**config.mk**
```make
export PLATFORM = sky130hd
export DESIGN_NAME = perf_counter_bank
export DESIGN_NICKNAME = d
export VERILOG_FILES = /design/src/rtl/perf_pkg.sv /design/src/rtl/perf_gp_ctr.sv /design/src/rtl/perf_fix_ctr.sv /design/src/rtl/perf_ovf_status.sv /design/src/rtl/perf_counter_bank.sv
export SDC_FILE = /design/constraint.sdc
export NUM_CORES = 2
export LEC_CHECK = 0
export BUFFER_PORTS_ARGS = -buffer_cell sky130_fd_sc_hd__buf_2
export CAP_MARGIN = 5
export CORE_ASPECT_RATIO = 2
export CORE_MARGIN = 2
export CORE_UTILIZATION = 50
export CTS_BUF_LIST = sky130_fd_sc_hd__clkbuf_4 sky130_fd_sc_hd__clkbuf_8
export DETAILED_ROUTE_END_ITERATION = 8
export PLACE_DENSITY = 0.8
export SYNTH_ARGS = -nofsm -noshare
export SYNTH_HDL_FRONTEND = slang
export SYNTH_SLANG_ARGS = --single-unit
```
**constraint.sdc**
```tcl
create_clock -name clk -period 6.03 [get_ports clk]
set_input_delay 1.206 -clock clk [delete_from_list [all_inputs] [get_ports clk]]
set_output_delay 1.206 -clock clk [all_outputs]
set_load 0.01 [all_outputs]
```
**src/rtl/perf_pkg.sv**
```systemverilog
package perf_pkg;
  localparam int ADDR_W = 6;
  localparam int IDX_W  = 4;

  // address regions (upper two address bits)
  localparam logic [1:0] RG_GP_CNT  = 2'd0;
  localparam logic [1:0] RG_GP_SEL  = 2'd1;
  localparam logic [1:0] RG_FIX_CNT = 2'd2;
  localparam logic [1:0] RG_GLOBAL  = 2'd3;

  // registers inside the global region
  localparam logic [IDX_W-1:0] SUB_FIX_CTRL = 4'd0;
  localparam logic [IDX_W-1:0] SUB_GLB_CTRL = 4'd1;
  localparam logic [IDX_W-1:0] SUB_STATUS   = 4'd2;
  localparam logic [IDX_W-1:0] SUB_CLEAR    = 4'd3;

  // select register fields
  localparam int SEL_RUN_BIT = 0;
  localparam int SEL_INT_BIT = 1;
  localparam int SEL_THR_LSB = 2;

  // fixed control nibble fields
  localparam int NIB_KERN_BIT = 0;
  localparam int NIB_USER_BIT = 1;
  localparam int NIB_PMI_BIT  = 3;

  function automatic logic [ADDR_W-1:0] mk_addr(logic [1:0] rg, logic [IDX_W-1:0] idx);
    return {rg, idx};
  endfunction
endpackage

```
**src/rtl/perf_gp_ctr.sv**
```systemverilog
module perf_gp_ctr #(
  parameter int CNT_W = 48,
  parameter int EVT_W = 4,
  parameter int THR_W = 4,
  localparam int SEL_W = 2 + THR_W
) (
  input  logic             clk,
  input  logic             rst,
  input  logic             cnt_wr,
  input  logic             sel_wr,
  input  logic [CNT_W-1:0] cnt_wdata,
  input  logic [SEL_W-1:0] sel_wdata,
  input  logic             glb_en,
  input  logic [EVT_W-1:0] evt,
  output logic [CNT_W-1:0] count,
  output logic [SEL_W-1:0] sel,
  output logic             int_en,
  output logic             ovf
);
  import perf_pkg::*;

  localparam int INC_W = CNT_W + 1;
  localparam int CMP_W = (EVT_W > THR_W) ? EVT_W : THR_W;

  logic [CNT_W-1:0] cnt_q;
  logic [SEL_W-1:0] sel_q;
  logic [THR_W-1:0] thr;
  logic [INC_W-1:0] inc;
  logic [INC_W-1:0] sum;
  logic             run;

  assign thr = sel_q[SEL_THR_LSB +: THR_W];
  assign run = sel_q[SEL_RUN_BIT] & glb_en;

  always_comb begin
    if (thr == '0)
      inc = INC_W'(evt);
    else if (CMP_W'(evt) >= CMP_W'(thr))
      inc = INC_W'(1);
    else
      inc = '0;
  end

  assign sum = {1'b0, cnt_q} + inc;
  // a software write in the same cycle suppresses the wrap
  assign ovf = run & ~cnt_wr & sum[CNT_W];

  always_ff @(posedge clk) begin
    if (rst) begin
      cnt_q <= '0;
      sel_q <= '0;
    end else begin
      if (sel_wr) sel_q <= sel_wdata;
      if (cnt_wr)   cnt_q <= cnt_wdata;
      else if (run) cnt_q <= sum[CNT_W-1:0];
    end
  end

  assign count  = cnt_q;
  assign sel    = sel_q;
  assign int_en = sel_q[SEL_INT_BIT];
endmodule

```
**src/rtl/perf_fix_ctr.sv**
```systemverilog
module perf_fix_ctr #(
  parameter int CNT_W = 48
) (
  input  logic             clk,
  input  logic             rst,
  input  logic             cnt_wr,
  input  logic [CNT_W-1:0] cnt_wdata,
  input  logic             kern_en,
  input  logic             user_en,
  input  logic             priv_user,
  input  logic             glb_en,
  input  logic             evt,
  output logic [CNT_W-1:0] count,
  output logic             ovf
);
  logic [CNT_W-1:0] cnt_q;
  logic [CNT_W:0]   sum;
  logic             run;

  assign run = (priv_user ? user_en : kern_en) & glb_en & evt;
  assign sum = {1'b0, cnt_q} + {{CNT_W{1'b0}}, 1'b1};
  assign ovf = run & ~cnt_wr & sum[CNT_W];

  always_ff @(posedge clk) begin
    if (rst)         cnt_q <= '0;
    else if (cnt_wr) cnt_q <= cnt_wdata;
    else if (run)    cnt_q <= sum[CNT_W-1:0];
  end

  assign count = cnt_q;
endmodule

```
**src/rtl/perf_ovf_status.sv**
```systemverilog
module perf_ovf_status #(
  parameter int GLB_W = 35
) (
  input  logic             clk,
  input  logic             rst,
  input  logic [GLB_W-1:0] ovf_vec,
  input  logic [GLB_W-1:0] int_vec,
  input  logic             clr_wr,
  input  logic [GLB_W-1:0] clr_mask,
  output logic [GLB_W-1:0] status,
  output logic             pmi_req
);
  logic [GLB_W-1:0] status_q;
  logic [GLB_W-1:0] kill;
  logic             pmi_q;

  assign kill = clr_wr ? clr_mask : '0;

  always_ff @(posedge clk) begin
    if (rst) begin
      status_q <= '0;
      pmi_q    <= 1'b0;
    end else begin
      // set after clear: a new wrap beats a clear in the same cycle
      status_q <= (status_q & ~kill) | ovf_vec;
      pmi_q    <= |(ovf_vec & int_vec);
    end
  end

  assign status  = status_q;
  assign pmi_req = pmi_q;
endmodule

```
**src/rtl/perf_counter_bank.sv**
```systemverilog
module perf_counter_bank #(
  parameter int NUM_GP   = 4,
  parameter int NUM_FIX  = 3,
  parameter int CNT_W    = 48,
  parameter int EVT_W    = 4,
  parameter int THR_W    = 4,
  parameter int FIX_BASE = 32,
  localparam int GLB_W   = FIX_BASE + NUM_FIX,
  localparam int DATA_W  = (CNT_W > GLB_W) ? CNT_W : GLB_W
) (
  input  logic                     clk,
  input  logic                     rst,
  input  logic                     wr_en,
  input  logic [5:0]               wr_addr,
  input  logic [DATA_W-1:0]        wr_data,
  input  logic [5:0]               rd_addr,
  output logic [DATA_W-1:0]        rd_data,
  input  logic [NUM_GP*EVT_W-1:0]  gp_evt,
  input  logic [NUM_FIX-1:0]       fix_evt,
  input  logic                     priv_user,
  output logic [GLB_W-1:0]         ovf_status,
  output logic                     pmi_req
);
  import perf_pkg::*;

  localparam int SEL_W = 2 + THR_W;
  localparam int FC_W  = 4 * NUM_FIX;

  logic [1:0]       wr_rg, rd_rg;
  logic [IDX_W-1:0] wr_idx, rd_idx;
  assign wr_rg  = wr_addr[ADDR_W-1 -: 2];
  assign wr_idx = wr_addr[IDX_W-1:0];
  assign rd_rg  = rd_addr[ADDR_W-1 -: 2];
  assign rd_idx = rd_addr[IDX_W-1:0];

  logic [FC_W-1:0]  fix_ctrl_q;
  logic [GLB_W-1:0] glb_ctrl_q;
  logic             fc_wr, glb_wr, clr_wr;

  assign fc_wr  = wr_en && wr_rg == RG_GLOBAL && wr_idx == SUB_FIX_CTRL;
  assign glb_wr = wr_en && wr_rg == RG_GLOBAL && wr_idx == SUB_GLB_CTRL;
  assign clr_wr = wr_en && wr_rg == RG_GLOBAL && wr_idx == SUB_CLEAR;

  always_ff @(posedge clk) begin
    if (rst) begin
      fix_ctrl_q <= '0;
      glb_ctrl_q <= '0;
    end else begin
      if (fc_wr)  fix_ctrl_q <= wr_data[FC_W-1:0];
      if (glb_wr) glb_ctrl_q <= wr_data[GLB_W-1:0];
    end
  end

  logic [CNT_W-1:0] gp_cnt  [NUM_GP];
  logic [SEL_W-1:0] gp_sel  [NUM_GP];
  logic [NUM_GP-1:0] gp_ovf, gp_int;
  logic [CNT_W-1:0] fix_cnt [NUM_FIX];
  logic [NUM_FIX-1:0] fix_ovf, fix_int;

  for (genvar g = 0; g < NUM_GP; g++) begin : g_gp
    logic cnt_wr, sel_wr;
    assign cnt_wr = wr_en && wr_rg == RG_GP_CNT && wr_idx == IDX_W'(g);
    assign sel_wr = wr_en && wr_rg == RG_GP_SEL && wr_idx == IDX_W'(g);
    perf_gp_ctr #(.CNT_W(CNT_W), .EVT_W(EVT_W), .THR_W(THR_W)) u_ctr (
      .clk(clk), .rst(rst),
      .cnt_wr(cnt_wr), .sel_wr(sel_wr),
      .cnt_wdata(wr_data[CNT_W-1:0]), .sel_wdata(wr_data[SEL_W-1:0]),
      .glb_en(glb_ctrl_q[g]),
      .evt(gp_evt[g*EVT_W +: EVT_W]),
      .count(gp_cnt[g]), .sel(gp_sel[g]),
      .int_en(gp_int[g]), .ovf(gp_ovf[g])
    );
  end

  for (genvar f = 0; f < NUM_FIX; f++) begin : g_fix
    logic cnt_wr;
    logic [3:0] nib;
    assign nib    = fix_ctrl_q[4*f +: 4];
    assign cnt_wr = wr_en && wr_rg == RG_FIX_CNT && wr_idx == IDX_W'(f);
    assign fix_int[f] = nib[NIB_PMI_BIT];
    perf_fix_ctr #(.CNT_W(CNT_W)) u_ctr (
      .clk(clk), .rst(rst),
      .cnt_wr(cnt_wr), .cnt_wdata(wr_data[CNT_W-1:0]),
      .kern_en(nib[NIB_KERN_BIT]), .user_en(nib[NIB_USER_BIT]),
      .priv_user(priv_user),
      .glb_en(glb_ctrl_q[FIX_BASE + f]),
      .evt(fix_evt[f]),
      .count(fix_cnt[f]), .ovf(fix_ovf[f])
    );
  end

  logic [GLB_W-1:0] ovf_vec, int_vec;
  always_comb begin
    ovf_vec = '0;
    int_vec = '0;
    ovf_vec[NUM_GP-1:0] = gp_ovf;
    int_vec[NUM_GP-1:0] = gp_int;
    ovf_vec[FIX_BASE +: NUM_FIX] = fix_ovf;
    int_vec[FIX_BASE +: NUM_FIX] = fix_int;
  end

  logic [GLB_W-1:0] status;
  perf_ovf_status #(.GLB_W(GLB_W)) u_status (
    .clk(clk), .rst(rst),
    .ovf_vec(ovf_vec), .int_vec(int_vec),
    .clr_wr(clr_wr), .clr_mask(wr_data[GLB_W-1:0]),
    .status(status), .pmi_req(pmi_req)
  );
  assign ovf_status = status;

  logic [DATA_W-1:0] rd_d, rd_q;
  always_comb begin
    rd_d = '0;
    case (rd_rg)
      RG_GP_CNT:
        for (int i = 0; i < NUM_GP; i++)
          if (rd_idx == IDX_W'(i)) rd_d = DATA_W'(gp_cnt[i]);
      RG_GP_SEL:
        for (int i = 0; i < NUM_GP; i++)
          if (rd_idx == IDX_W'(i)) rd_d = DATA_W'(gp_sel[i]);
      RG_FIX_CNT:
        for (int i = 0; i < NUM_FIX; i++)
          if (rd_idx == IDX_W'(i)) rd_d = DATA_W'(fix_cnt[i]);
      default:
        case (rd_idx)
          SUB_FIX_CTRL: rd_d = DATA_W'(fix_ctrl_q);
          SUB_GLB_CTRL: rd_d = DATA_W'(glb_ctrl_q);
          SUB_STATUS:   rd_d = DATA_W'(status);
          default:      rd_d = '0;
        endcase
    endcase
  end

  always_ff @(posedge clk) begin
    if (rst) rd_q <= '0;
    else     rd_q <= rd_d;
  end
  assign rd_data = rd_q;
endmodule

```
# After elaboration in Yosys (flattened, before gate mapping)
# Index checks and enable logic that the tools add are counted.
[totals]
ram_bits = 0
romBits = 0
output_inout_bits = 84
latchBits = 0
reg_bits = 491
memories = 0
[op_classes]
reduce_logical = 34
n_mul = 0
div_mod_pow = 0
n_lt_le_gt_ge = 4
bitwise = 35
shifts = 0
n_eq_ne = 11
n_addsub = 7
n_mux = 39
[op_table]
columns = ["op", "count"]
rows = [
  ["48-bit 2-to-1 mux", 24],
  ["48-bit by 49-bit adder with 49-bit output", 4],
  ["49-bit 2-to-1 mux", 4],
  ["48-bit by 1-bit adder with 49-bit output (second input constant)", 3],
  ["48-bit one-hot mux with 3 select lines", 1],
  ["35-bit one-hot mux with 3 select lines", 1],
  ["35-bit AND", 2],
  ["35-bit 2-to-1 mux", 1],
  ["35-bit inverter", 1],
  ["35-bit bitwise OR", 1],
  ["35-bit OR reduction", 1],
  ["1-bit AND", 24],
  ["4-bit zero test", 6],
  ["1-bit logical AND", 18],
  ["4-bit by 2-bit equality test with 1-bit output (second input constant)", 4],
  ["4-bit greater-or-equal comparator", 4],
  ["2-bit nonzero test", 7],
  ["4-bit by 1-bit equality test with 1-bit output (second input constant)", 2],
  ["1-bit 2-to-1 mux", 7],
  ["1-bit inverter", 7],
  ["2-bit equality test (second input constant)", 3],
  ["6-bit 2-to-1 mux", 1],
  ["2-bit by 1-bit equality test with 1-bit output (second input constant)", 2],
  ["2-bit zero test", 2],
]

# Logic depth before layout (Yosys ltp)
[depth]
ltp_word = 8
ltp_mapped = 17
depth_no_buf = 16

# Hierarchy
# A second synthesis with hierarchy kept.
[unflattened]
cells_unflattened = 3762
hier_area_um2 = 30387.9
[modules_own_cells]
columns = ["module", "area_per_inst_um2", "cells_each", "n_inst"]
rows = [
  ["perf_gp_ctr", 3357.0, 418, 4],
  ["perf_fix_ctr", 2979.1, 360, 3],
  ["perf_counter_bank", 6643.9, 837, 1],
  ["perf_ovf_status", 1378.8, 173, 1],
]

# Worst setup path after synthesis
# OpenSTA, ideal clock, no wires.
[synth_path]
path_kind = "input to register"
start = "input port gp_evt[4]"
end = "register u_status.pmi_q, in the netlist u_status.pmi_req"
required_ns = 5.949
path_slack_ns = 1.706
path_buffers = 1
arrival_ns = 4.243
path_stages = 17
cell_sequence = "inv_1 ha_1 nand2b_1 a21oi_1 nor2b_1 o21ai_0 a22oi_1 ha_1 inv_1 fa_1 nor2b_1 o311ai_0 or2_1 buf_2 or4_1 o32a_1 a41oi_1"
[synth_between]
elab_chain_len = 7
[synth_rtl]
columns = ["element", "line_no", "source"]
rows = [
  ["from (decl)", "perf_counter_bank.sv:18", "input logic [NUM_GP*EVT_W-1:0] gp_evt,"],
  ["4-bit greater-or-equal comparator", "perf_gp_ctr.sv:38", "else if (CMP_W'(evt) >= CMP_W'(thr))"],
  ["1-bit 2-to-1 mux", "perf_gp_ctr.sv:38", ""],
  ["49-bit 2-to-1 mux (*)", "perf_gp_ctr.sv:36", "if (thr == '0)"],
  ["48-bit by 49-bit adder with 49-bit output (*)", "perf_gp_ctr.sv:44", "assign sum = {1'b0, cnt_q} + inc;"],
  ["1-bit AND (*)", "perf_gp_ctr.sv:46", "assign ovf = run & ~cnt_wr & sum[CNT_W];"],
  ["35-bit AND (*)", "perf_ovf_status.sv:26", "pmi_q <= |(ovf_vec & int_vec);"],
  ["35-bit OR reduction (*)", "perf_ovf_status.sv:26", ""],
  ["to (signal assigned)", "perf_ovf_status.sv:26", ""],
  ["to (decl)", "perf_ovf_status.sv:15", "logic pmi_q;"],
]
# Mark *: on every way between the ends. The rest lies on a longest branch, timed or not.
# A chain may end at the register's enable or synchronous reset.

# Final worst setup path
[layout_path]
start = "input port gp_evt[12]"
end = "register g_gp[3].u_ctr.cnt_q[34]"
[layout_between]
elab_chain_len = 6
[layout_rtl]
columns = ["element", "line_no", "source"]
rows = [
  ["4-bit greater-or-equal comparator", "perf_gp_ctr.sv:38", ""],
  ["1-bit 2-to-1 mux", "perf_gp_ctr.sv:38", ""],
  ["49-bit 2-to-1 mux (*)", "perf_gp_ctr.sv:36", ""],
  ["48-bit by 49-bit adder with 49-bit output (*)", "perf_gp_ctr.sv:44", ""],
  ["48-bit 2-to-1 mux (*)", "perf_gp_ctr.sv:55", "else if (run) cnt_q <= sum[CNT_W-1:0];"],
  ["48-bit 2-to-1 mux (*)", "perf_gp_ctr.sv:54", "if (cnt_wr) cnt_q <= cnt_wdata;"],
  ["to (signal assigned)", "perf_gp_ctr.sv:54", ""],
  ["to (signal assigned)", "perf_gp_ctr.sv:55", ""],
  ["to (decl)", "perf_gp_ctr.sv:25", "logic [CNT_W-1:0] cnt_q;"],
]
# Mark *: on every way between the ends. The rest lies on a longest branch, timed or not. The select of a mux whose other input is x is not followed.

==> flow_summary.yaml <==
pwr:
  clkPwrFrac_pct: 43.7
  ir_drop_mv: 0.1401
  intPower_mw: 4.847
  p_switching_mw: 1.756
  powerDensity_nw_per_um2: 222.3
  switching_share_pct: 26.59
  power_mw: 6.603
  leakagePower_nw: 9.582
  pwr-share-seq_pct: 49.8
  combPwrFrac_pct: 6.5
cts:
  clk_latency_ns: 0.69
  cts_resized: 0
  clockRootBuffer: "clkbuf_8"
  clk_pin_slew_ns: 0.07
  clkSinkCount: 491
  htreeDepth: 3
  cts_tree: "done"
  cts_setup_buffers: 0
  holdBufCountCts: 0
  cts_made_buffers: 70
  clockBufferDepth: 3
placed_design:
  port-buffer-count: 166
  dp.cells: 4124
  gp_congestion: 1.041
  dp.final_hpwl_um: 76930
  place_worst_setup_slack_ns: 0.8803
final_layout:
  final_net_count: 3648
  fill_cells: 5074
  drive_gt1_share_pct: 10.51
  area_growth_pct: 9.523
  fin_cells: 4250
floorplanning:
  ioPinCount: 167
  die-area_um2: 56230
  die_h_um: 333.4
  die_w_um: 168.7
  num_rows: 120
  core-area_um2: 53600
  start_util_pct: 50.59
global_route:
  grt_pass1_vias: 27316
  track_usage_pct: 37.74
  gr-total-overflow: 0
  antenna_found_initial: 4
  grt_pass1_wl_um: 162300
  grt_max_degree: 97
sta:
  period_needed_ns: 4.579
  timing.final.max_slew_violations: 0
  fmax_mhz: 218.4
  fin_ws_ns: 1.451
  tns_ns: 0
  hold_slack_ns: 0.4559
  timing.final.crit_share_pct: 75.94
  final-setup-viol-count: 0
  slew_headroom_pct: 15.31
  hold_viol: 0
  rsz0062_at_grt: "false"
  fin_skew_ns: 0.02538
  worst-slew-pin-transition_ns: 1.259
yosys:
  ys_top_cells_by_area: "dfxtp_1 36%, a211oi_1 8.2%, nor2_1 6.5%, xnor2_1 5.0%, nand2_1 4.9%"
  yosys-top-cells-count: "491 x dfxtp_1, 472 x nor2_1, 353 x nand2_1, 295 x a211oi_1, 245 x clkbuf_1"
  netlist.area_leader.share_pct: 36.25
  syn_area_um2: 27120
  synthCells: 3520
  synth.net_count: 3642
  yosys_register_bits: 491
  yosysSeqAreaShare_pct: 36.25
  synth.distinct_cells: 65
  synth-edff-count: 0
  avgSynthCellArea_um2: 7.704
  yosys.area.top_type: "dfxtp_1"
  ys_warn_count: 0
  async_flop_share_pct: 0
  synthMostInstantiatedCell: "dfxtp_1"
  synth_top_flop_cell: "dfxtp_1"
drt:
  wl_per_cell_um: 25.59
  dr_total_vias: 28760
  drt_iter0_drc: 3246
  drtAntennaViolNets: 0
  viasPerCell: 6.767
  drc: 0
  first_pass_iters: 7
  drt-total-wl_um: 108800
critical_path:
  cp-start-kind: "primary input"
  cp.arrival_ns: 5.16
  end_kind: "register"
  crit_path_max_fanout: 4
  cp.required_ns: 6.61
  worstSetupPathType: "primary input to register"
status:
  status: "finished clean"
min_path:
  hold_path_class: "register to register"
job:
  cap_violations: 0
==> worst max-delay path, stage by stage <==
cell and delay (ns):
buf_2 0.07, inv_1 0.05, ha_1 0.26, nand2b_1 0.09, a21oi_1 0.06, nor2b_1 0.09
o21ai_0 0.08, a22oi_1 0.45, ha_1 0.32, inv_1 0.07, fa_1 0.38, nor2b_1 0.21
o21ai_0 0.38, a2111oi_2 0.84, nand4_1 0.19, xor2_1 0.17, a211oi_1 0.23
==> cell usage in the layout, fill, tap and decap left out, types with 5 or more instances in the layout <==
master	n
a211oi_1	295
ha_1	35
or3_1	35
xnor2_1	156
nor2b_1	9
nand2_4	7
nand4_1	101
nand3_1	147
a21o_1	6
and3_1	28
nor3_1	133
dfxtp_1	491
o21ai_0	182
clkbuf_4	19
mux2i_1	11
a21oi_1	164
a31oi_1	16
xor2_1	132
o211ai_1	5
a22oi_1	40
clkbuf_8	92
nand2b_1	11
clkinv_2	7
nor4_2	8
nor2_1	471
nor4_1	44
inv_1	67
a311oi_1	37
buf_2	166
or4_1	14
o22ai_1	61
and2_1	23
nor3b_1	8
nand2_1	345
buf_4	42
and4_1	42
a221oi_1	54
==> power by group through the flow <==
stage          combinational (mW)  sequential [mW]  clock (mW)
2_1_floorplan               0.222             3.36           0
3_3_place_gp                0.401             3.36           0
3_5_place_dp                0.402             3.36           0
4_1_cts                     0.404             3.29        2.88
5_1_grt                     0.438             3.29        3.00
6_report                    0.426             3.29        2.89
==> layer usage <==
layer / vias up / wire length (um) / global-route usage, % / part of all wire (%)
li1: 12767 / - / - / -
met1: 13526 / 35750 / 40.77 / 33
met2: 1844 / 49520 / 60.92 / 46
met3: 617 / 10870 / 7.452 / 10
met4: 6 / 12590 / 36.15 / 12
met5: - / 42 / 0 / 0.039
==> cell families (layout without fill, tap and decap cells) <==
group | count (synthesis) | count (layout) | share of synthesized area (%)
muxes | 13 | 13 | 0.4891
AOI/OAI and AO/OA | 885 | 885 | 21.55
buffers and inverters | 344 | 400 | 4.803
adders and majority gates | 39 | 39 | 1.910
DFF | 491 | 491 | 36.25
other | 0 | 3 | 0
xor gates and xnor gates | 288 | 288 | 9.301
and+or+nand+nor | 1460 | 1460 | 25.70
==> registers in the layout, summed over array words and instances, names as in the netlist <==
register           flops
g_gp.u_ctr.count     192
g_fix.u_ctr.count    144
rd_data               48
glb_ctrl_q            35
u_status.status       35
g_gp.u_ctr.sel        24
fix_ctrl_q            12
u_status.pmi_req       1
==> stage by stage <==
| step | utilization (%) | cell area, um2 |
|---|---|---|
| global route | 55.40 | 29700 |
| CTS | 55.39 | 29690 |
| floorplan | - | 27120 |
| global placement | 52.64 | 28210 |
| detailed placement | 52.64 | 28210 |
| finish | 55.41 | 29700 |
==> final timing paths <==
kind	end	from	slack [ns]	depth (start not counted)
min	fix_ctrl_q[6]	fix_ctrl_q[6]	0.46	2
min reg2reg	fix_ctrl_q[6]	fix_ctrl_q[6]	0.46	2
max reg2reg	g_gp[3].u_ctr.count[34]	g_gp[3].u_ctr.sel[5]	1.58	12
max	g_gp[3].u_ctr.count[34]	gp_evt[12]	1.45	17
==> cell type report <==
type                    instances  area [um2]  area share, %
clock buffers                 111        1409          4.743
clock inverters                11       66.31         0.2233
flip-flops and latches        491        9829          33.09
diodes                          3       7.507        0.02528
repair buffers                210        1181          3.977
multi-input cells            2685       16110          54.25
inverters                      68       255.2         0.8594
well taps                     671       839.6          2.827
No activity file was read; power rests on OpenSTA's default activity.
